[src/rtl/alu16_pkg.sv]
package alu16_pkg;
  typedef enum logic [3:0] {
    OP_ADD  = 4'd0,  OP_SUB  = 4'd1,  OP_AND  = 4'd2,  OP_OR   = 4'd3,
    OP_XOR  = 4'd4,  OP_SHL  = 4'd5,  OP_SHR  = 4'd6,  OP_SAR  = 4'd7,
    OP_NEG  = 4'd8,  OP_NOT  = 4'd9,  OP_BTST = 4'd10, OP_BCLR = 4'd11,
    OP_BSET = 4'd12, OP_BCHG = 4'd13, OP_RS14 = 4'd14, OP_RS15 = 4'd15
  } alu_op_e;

  typedef enum logic [2:0] {
    CS_PORT = 3'd0, CS_ZERO = 3'd1, CS_P1 = 3'd2, CS_M1 = 3'd3,
    CS_P2   = 3'd4, CS_M2   = 3'd5, CS_RS6 = 3'd6, CS_RS7 = 3'd7
  } csel_e;

  typedef enum logic [1:0] {LG_AND, LG_OR, LG_XOR, LG_PASS} lgc_e;

  typedef struct packed {
    logic z;
    logic n;
    logic c;
    logic v;
  } flags_t;
endpackage

[src/rtl/alu16_opnd.sv]
module alu16_opnd
  import alu16_pkg::*;
#(
  parameter int W = 16
) (
  input  logic [W-1:0] port_i,
  input  logic [2:0]   sel_i,
  output logic [W-1:0] opnd_o
);
  always_comb begin
    unique case (csel_e'(sel_i))
      CS_ZERO: opnd_o = '0;
      CS_P1:   opnd_o = W'(1);
      CS_M1:   opnd_o = '1;
      CS_P2:   opnd_o = W'(2);
      CS_M2:   opnd_o = {{(W-1){1'b1}}, 1'b0};
      default: opnd_o = port_i;
    endcase
  end
endmodule

[src/rtl/alu16_addsub.sv]
module alu16_addsub #(
  parameter int W = 16
) (
  input  logic [W-1:0] a_i,
  input  logic [W-1:0] b_i,
  input  logic         sub_i,
  output logic [W-1:0] sum_o,
  output logic         c_o,
  output logic         v_o
);
  logic [W-1:0] b_x;
  logic [W:0]   full;

  assign b_x   = sub_i ? ~b_i : b_i;
  assign full  = {1'b0, a_i} + {1'b0, b_x} + {{W{1'b0}}, sub_i};
  assign sum_o = full[W-1:0];
  // carry out on add, borrow (inverted carry) on subtract
  assign c_o   = full[W] ^ sub_i;
  assign v_o   = (a_i[W-1] == b_x[W-1]) && (full[W-1] != a_i[W-1]);
endmodule

[src/rtl/alu16_logic.sv]
module alu16_logic
  import alu16_pkg::*;
#(
  parameter int W = 16
) (
  input  logic [W-1:0] a_i,
  input  logic [W-1:0] b_i,
  input  lgc_e         op_i,
  output logic [W-1:0] y_o
);
  always_comb begin
    unique case (op_i)
      LG_AND:  y_o = a_i & b_i;
      LG_OR:   y_o = a_i | b_i;
      LG_XOR:  y_o = a_i ^ b_i;
      default: y_o = a_i;
    endcase
  end
endmodule

[src/rtl/alu16_shift.sv]
module alu16_shift #(
  parameter int W = 16
) (
  input  logic [W-1:0] a_i,
  input  logic         left_i,
  input  logic         arith_i,
  output logic [W-1:0] y_o,
  output logic         c_o
);
  logic [W-1:0] shl;
  logic [W-1:0] shr;

  assign shl = {a_i[W-2:0], 1'b0};
  assign shr = {arith_i & a_i[W-1], a_i[W-1:1]};
  assign y_o = left_i ? shl : shr;
  assign c_o = left_i ? a_i[W-1] : a_i[0];
endmodule

[src/rtl/alu16_bitsel.sv]
module alu16_bitsel #(
  parameter int W  = 16,
  parameter int IW = $clog2(W)
) (
  input  logic [W-1:0]  a_i,
  input  logic [IW-1:0] idx_i,
  output logic [W-1:0]  mask_o,
  output logic          bit_o
);
  for (genvar g = 0; g < W; g++) begin : g_dec
    assign mask_o[g] = (idx_i == IW'(g));
  end

  // tap of the targeted bit before any modification
  assign bit_o = |(a_i & mask_o);
endmodule

[src/rtl/alu16_core.sv]
module alu16_core
  import alu16_pkg::*;
#(
  parameter int W = 16
) (
  input  logic [W-1:0] x_i,
  input  logic [W-1:0] y_i,
  input  logic [2:0]   x_sel_i,
  input  logic [2:0]   y_sel_i,
  input  logic [3:0]   op_i,
  output logic [W-1:0] result_o,
  output logic         flag_z_o,
  output logic         flag_n_o,
  output logic         flag_c_o,
  output logic         flag_v_o
);
  localparam int IW = $clog2(W);
  localparam int NO = 2;

  alu_op_e op;
  assign op = alu_op_e'(op_i);

  logic [NO-1:0][W-1:0] raw;
  logic [NO-1:0][2:0]   sel;
  logic [NO-1:0][W-1:0] eff;
  logic [W-1:0] x_eff;
  logic [W-1:0] y_eff;

  assign raw = {y_i, x_i};
  assign sel = {y_sel_i, x_sel_i};

  for (genvar g = 0; g < NO; g++) begin : g_opnd
    alu16_opnd #(.W(W)) u_opnd (
      .port_i(raw[g]),
      .sel_i (sel[g]),
      .opnd_o(eff[g])
    );
  end

  assign x_eff = eff[0];
  assign y_eff = eff[1];

  // bit mask and pre-operation bit tap
  logic [W-1:0] mask;
  logic         prior_bit;

  alu16_bitsel #(.W(W), .IW(IW)) u_bitsel (
    .a_i   (x_eff),
    .idx_i (y_eff[IW-1:0]),
    .mask_o(mask),
    .bit_o (prior_bit)
  );

  // operand steering
  logic [W-1:0] add_a, add_b, lgc_b;
  logic         add_sub, sh_left, sh_arith;
  lgc_e         lgc_op;

  always_comb begin
    add_a    = x_eff;
    add_b    = y_eff;
    add_sub  = 1'b0;
    lgc_b    = y_eff;
    lgc_op   = LG_PASS;
    sh_left  = (op == OP_SHL);
    sh_arith = (op == OP_SAR);
    unique case (op)
      OP_SUB:  add_sub = 1'b1;
      OP_NEG: begin
        add_a   = '0;
        add_b   = x_eff;
        add_sub = 1'b1;
      end
      OP_AND:  lgc_op = LG_AND;
      OP_OR:   lgc_op = LG_OR;
      OP_XOR:  lgc_op = LG_XOR;
      OP_NOT: begin
        lgc_b  = '1;
        lgc_op = LG_XOR;
      end
      OP_BCLR: begin
        lgc_b  = ~mask;
        lgc_op = LG_AND;
      end
      OP_BSET: begin
        lgc_b  = mask;
        lgc_op = LG_OR;
      end
      OP_BCHG: begin
        lgc_b  = mask;
        lgc_op = LG_XOR;
      end
      default: ;
    endcase
  end

  logic [W-1:0] add_y, lgc_y, sh_y;
  logic         add_c, add_v, sh_c;

  alu16_addsub #(.W(W)) u_addsub (
    .a_i  (add_a),
    .b_i  (add_b),
    .sub_i(add_sub),
    .sum_o(add_y),
    .c_o  (add_c),
    .v_o  (add_v)
  );

  alu16_logic #(.W(W)) u_logic (
    .a_i (x_eff),
    .b_i (lgc_b),
    .op_i(lgc_op),
    .y_o (lgc_y)
  );

  alu16_shift #(.W(W)) u_shift (
    .a_i    (x_eff),
    .left_i (sh_left),
    .arith_i(sh_arith),
    .y_o    (sh_y),
    .c_o    (sh_c)
  );

  // result multiplexer and flags
  logic [W-1:0] res;
  flags_t       flg;
  logic         is_bit, is_rsv;

  always_comb begin
    res    = '0;
    flg    = '0;
    is_bit = 1'b0;
    is_rsv = 1'b0;
    unique case (op)
      OP_ADD, OP_SUB, OP_NEG: begin
        res   = add_y;
        flg.c = add_c;
        flg.v = add_v;
      end
      OP_AND, OP_OR, OP_XOR, OP_NOT: res = lgc_y;
      OP_SHL, OP_SHR, OP_SAR: begin
        res   = sh_y;
        flg.c = sh_c;
      end
      OP_BTST: begin
        res    = x_eff;
        is_bit = 1'b1;
      end
      OP_BCLR, OP_BSET, OP_BCHG: begin
        res    = lgc_y;
        is_bit = 1'b1;
      end
      default: is_rsv = 1'b1;
    endcase
    if (!is_rsv) begin
      flg.z = is_bit ? ~prior_bit : (res == '0);
      flg.n = res[W-1];
    end
  end

  assign result_o = res;
  assign flag_z_o = flg.z;
  assign flag_n_o = flg.n;
  assign flag_c_o = flg.c;
  assign flag_v_o = flg.v;
endmodule

[config.mk]
export PLATFORM = sky130hd
export DESIGN_NAME = alu16_core
export DESIGN_NICKNAME = d
export VERILOG_FILES = /design/src/rtl/alu16_pkg.sv /design/src/rtl/alu16_opnd.sv /design/src/rtl/alu16_addsub.sv /design/src/rtl/alu16_logic.sv /design/src/rtl/alu16_shift.sv /design/src/rtl/alu16_bitsel.sv /design/src/rtl/alu16_core.sv
export SDC_FILE = /design/constraint.sdc
export NUM_CORES = 1
export LEC_CHECK = 0
export BUFFER_PORTS_ARGS = -buffer_cell sky130_fd_sc_hd__buf_2
export CAP_MARGIN = 40
export CORE_AREA = 2 2 111 113
export DETAILED_ROUTE_END_ITERATION = 8
export DIE_AREA = 0 0 113 115
export PLACE_DENSITY = 0.53
export SYNTH_ARGS = -nofsm -noshare
export SYNTH_HDL_FRONTEND = slang
export SYNTH_SLANG_ARGS = --single-unit
[constraint.sdc]
create_clock -name vclk -period 5.2
set_clock_uncertainty 0.15 [all_clocks]
set_input_delay 0.26 -clock vclk [all_inputs]
set_output_delay 0.26 -clock vclk [all_outputs]
set_load 0.01 [all_outputs]
==> results by group <==
Outcome
  • Status: complete, but fails checks
  • Failing checks: DRC

Finish
  • Utilization of the core after routing: 0.388
  • Seq_cells: 0
  • Area occupied by multi-input gates: 3680 sq um
  • Layout area overhead: 13.8%
  • Fillers: 1283
  • Layout cells sized above 1: 0.202
  • Final-stage net count: 769
  • Ant diodes: 0
  • Reg area: 0 sq um
  • Non-filler cells, final: 824
  • Clock buffers: 0

Placed design
  • DP HPWL: 13.3 mm
  • RD Place Congestion: 0.941
  • Buffers added on ports: 62
  • DP Cell Count: 822

Drt
  • Wirelength per Cell: 20.3 um
  • Pre-Repair DR Iteration Count: 7
  • Residual DRC: 6
  • Vias/cell: 6.37
  • Drt total wl: 16.8 mm
  • Vias post-DR: 5249
  • Antenna Nets Post-Route: 0
  • Starting DRT DRC Count: 560

Critical path
  • CP required: 4.79 ns
  • CP Cell Sequence: buf_2 > and2_1 > a211oi_1 > a31o_2 > a22oi_1 > o21ai_0 > ha_1 > a21oi_1 > o32a_1 > o31a_1 > mux2i_1 > or4_1 > nor4_1 > nand3_1 > o32ai_1 > buf_2
  • Crit path largest cell delay: 0.55 ns
  • Total stage count of the critical path: 16
  • CP endpoint: flag_z_o
  • CP arrival: 4.58 ns
  • Worst Setup SP: y_sel_i[2]
  • Critical path's top delay family: compound AO/OA/AOI/OAI gates
  • Worst Setup Path Type: input port to output pin
  • Most used cell, CP: buf_2
  • CP max stage cell: or4_1
  • CP Max Fanout: 24
  • Crit path launch type: input port
  • WP buf/inv: 2
  • CP Capture Type: output pin

Floorplanning
  • Core footprint: 11800 sq um
  • Die height: 115 um
  • Die area: 13000 sq um
  • Die Wd: 113 um
  • Starting Density: 0.341
  • # rows: 40
  • Ports: 62

Synthesis
  • Syn Nets: 719
  • Mean post-synth cell area: 6.41 sq um
  • Yosys Warn Count: 0
  • Sequential share of the synthesized area: 0
  • Mapped Cells: 629
  • Mapped Area: 4030 sq um
  • Synth unique cells: 77

Pwr
  • VDD IR max: 0.0569 mV
  • Pleak: 2.09 nW
  • P per Cell Area: 161 nW/um^2

Timing
  • Fmax: 0.201 GHz
  • Final period utilization: 0.959
  • Total negative slack: 0 ns
  • Final Slew Violations: 0
  • Final hold slack: 0.987 ns
  • Final hold violations: 0
  • Final setup fails: 0
  • Post-layout minimum cycle time: 4.99 ns
  • Worst slew margin: 0.457
  • Worst Max-Slew Pin Slew: 0.810 ns
  • Unrepaired setup endpoints after global routing: false

Hold path
  • Hold Path Class: input port to output pin
  • Hold_sp: x_i[0]

GRT
  • Global-route wire length before repair: 25.9 mm
  • Total grt overflow: 0
  • Vias in the first global route: 4671
  • Largest net degree at the start of global routing: 34
  • Tot GR Track Use: 0.246
  • Initial antenna violation count: 0

Flow run
  • MaxCap Viol Count: 0
[layout make-up]
cell class	instances	share of cell area
multi-input combinational	540	0.803
timing repair buffer	96	0.123
tap	147	0.0401
inverter	41	0.0336
[kinds of logic (layout without fill, tap and decap cells)]
kind of cell,Yosys count,in the layout,synth area share
compound gates,255,255,0.458
simple gates,222,222,0.268
buf+inv,89,137,0.0882
fa+ha+maj,48,48,0.151
xor+xnor,9,9,0.0196
mux,6,6,0.0152
[stage by stage]
step	area (sq um)	worst slack, ns	total power, mW
2_1_floorplan	4030	0.572	0.499
3_3_place_gp	4560	0.308	0.710
3_5_place_dp	4560	0.166	0.716
4_1_cts	4560	0.150	0.720
5_1_grt	4580	0.00201	0.811
6_report	4580	0.213	0.739
[worst min path at each step]
stage | slack [ns] | end | depth (start not counted)
floorplan | 0.69 | result_o[8] | 3
global placement | 1.00 | result_o[0] | 5
detailed placement | 1.00 | result_o[0] | 5
CTS | 1.00 | result_o[0] | 5
global route | 1.03 | result_o[0] | 5
finish | 0.99 | result_o[0] | 5
[synth_stat cells (7+ instances only)]
cell type	n	share of area
a31oi_1	8	0.012
o22ai_1	21	0.033
a22oi_1	9	0.017
ha_1	47	0.15
buf_2	8	0.0099
inv_1	33	0.031
and3_1	10	0.016
o221ai_1	7	0.015
a21o_1	14	0.026
a31o_2	13	0.028
clkbuf_1	31	0.029
nor3_1	16	0.020
a21oi_1	39	0.048
o21ai_0	39	0.048
nand2_1	69	0.064
nand3_1	11	0.014
nor2_1	65	0.061
nor2b_1	7	0.011
buf_1	7	0.0065
a221oi_1	19	0.041
inv_2	8	0.0075
a211oi_1	18	0.034
[routing by layer]
metal  global-route usage  up-vias  part of all wire
met4               0.0756        0             0.028
met1                0.355     2419              0.45
met3               0.0232       32             0.083
met5                    0        -                 0
li1                     -     2518                 -
met2                0.388      280              0.44
[power breakdown]
part           leakage, nW  internal, mW  switching (mW)
registers                0             0               0
clock network            0             0               0
logic                 2.09         0.286           0.452
[what timing repair did]
action,4_1_cts,5_1_grt
setup buffers,0,2
setup endpoints to repair,0,1
gates resized for setup,0,2
hold buffers,0,0
[layout by cell type, fill, tap and decap left out, types with 7 or more instances in the layout]
cell      instances
a211oi_1         17
a21o_1           14
a21oi_1          39
a221oi_1         19
a22oi_1           9
a31o_2           13
a31oi_1           8
and3_1           10
buf_2            62
buf_4            34
ha_1             47
inv_1            33
inv_2             8
nand2_1          69
nand3_1          11
nor2_1           65
nor2b_1           7
nor3_1           16
o21ai_0          39
o221ai_1          7
o22ai_1          21
(Power assumes the default switching activity.)
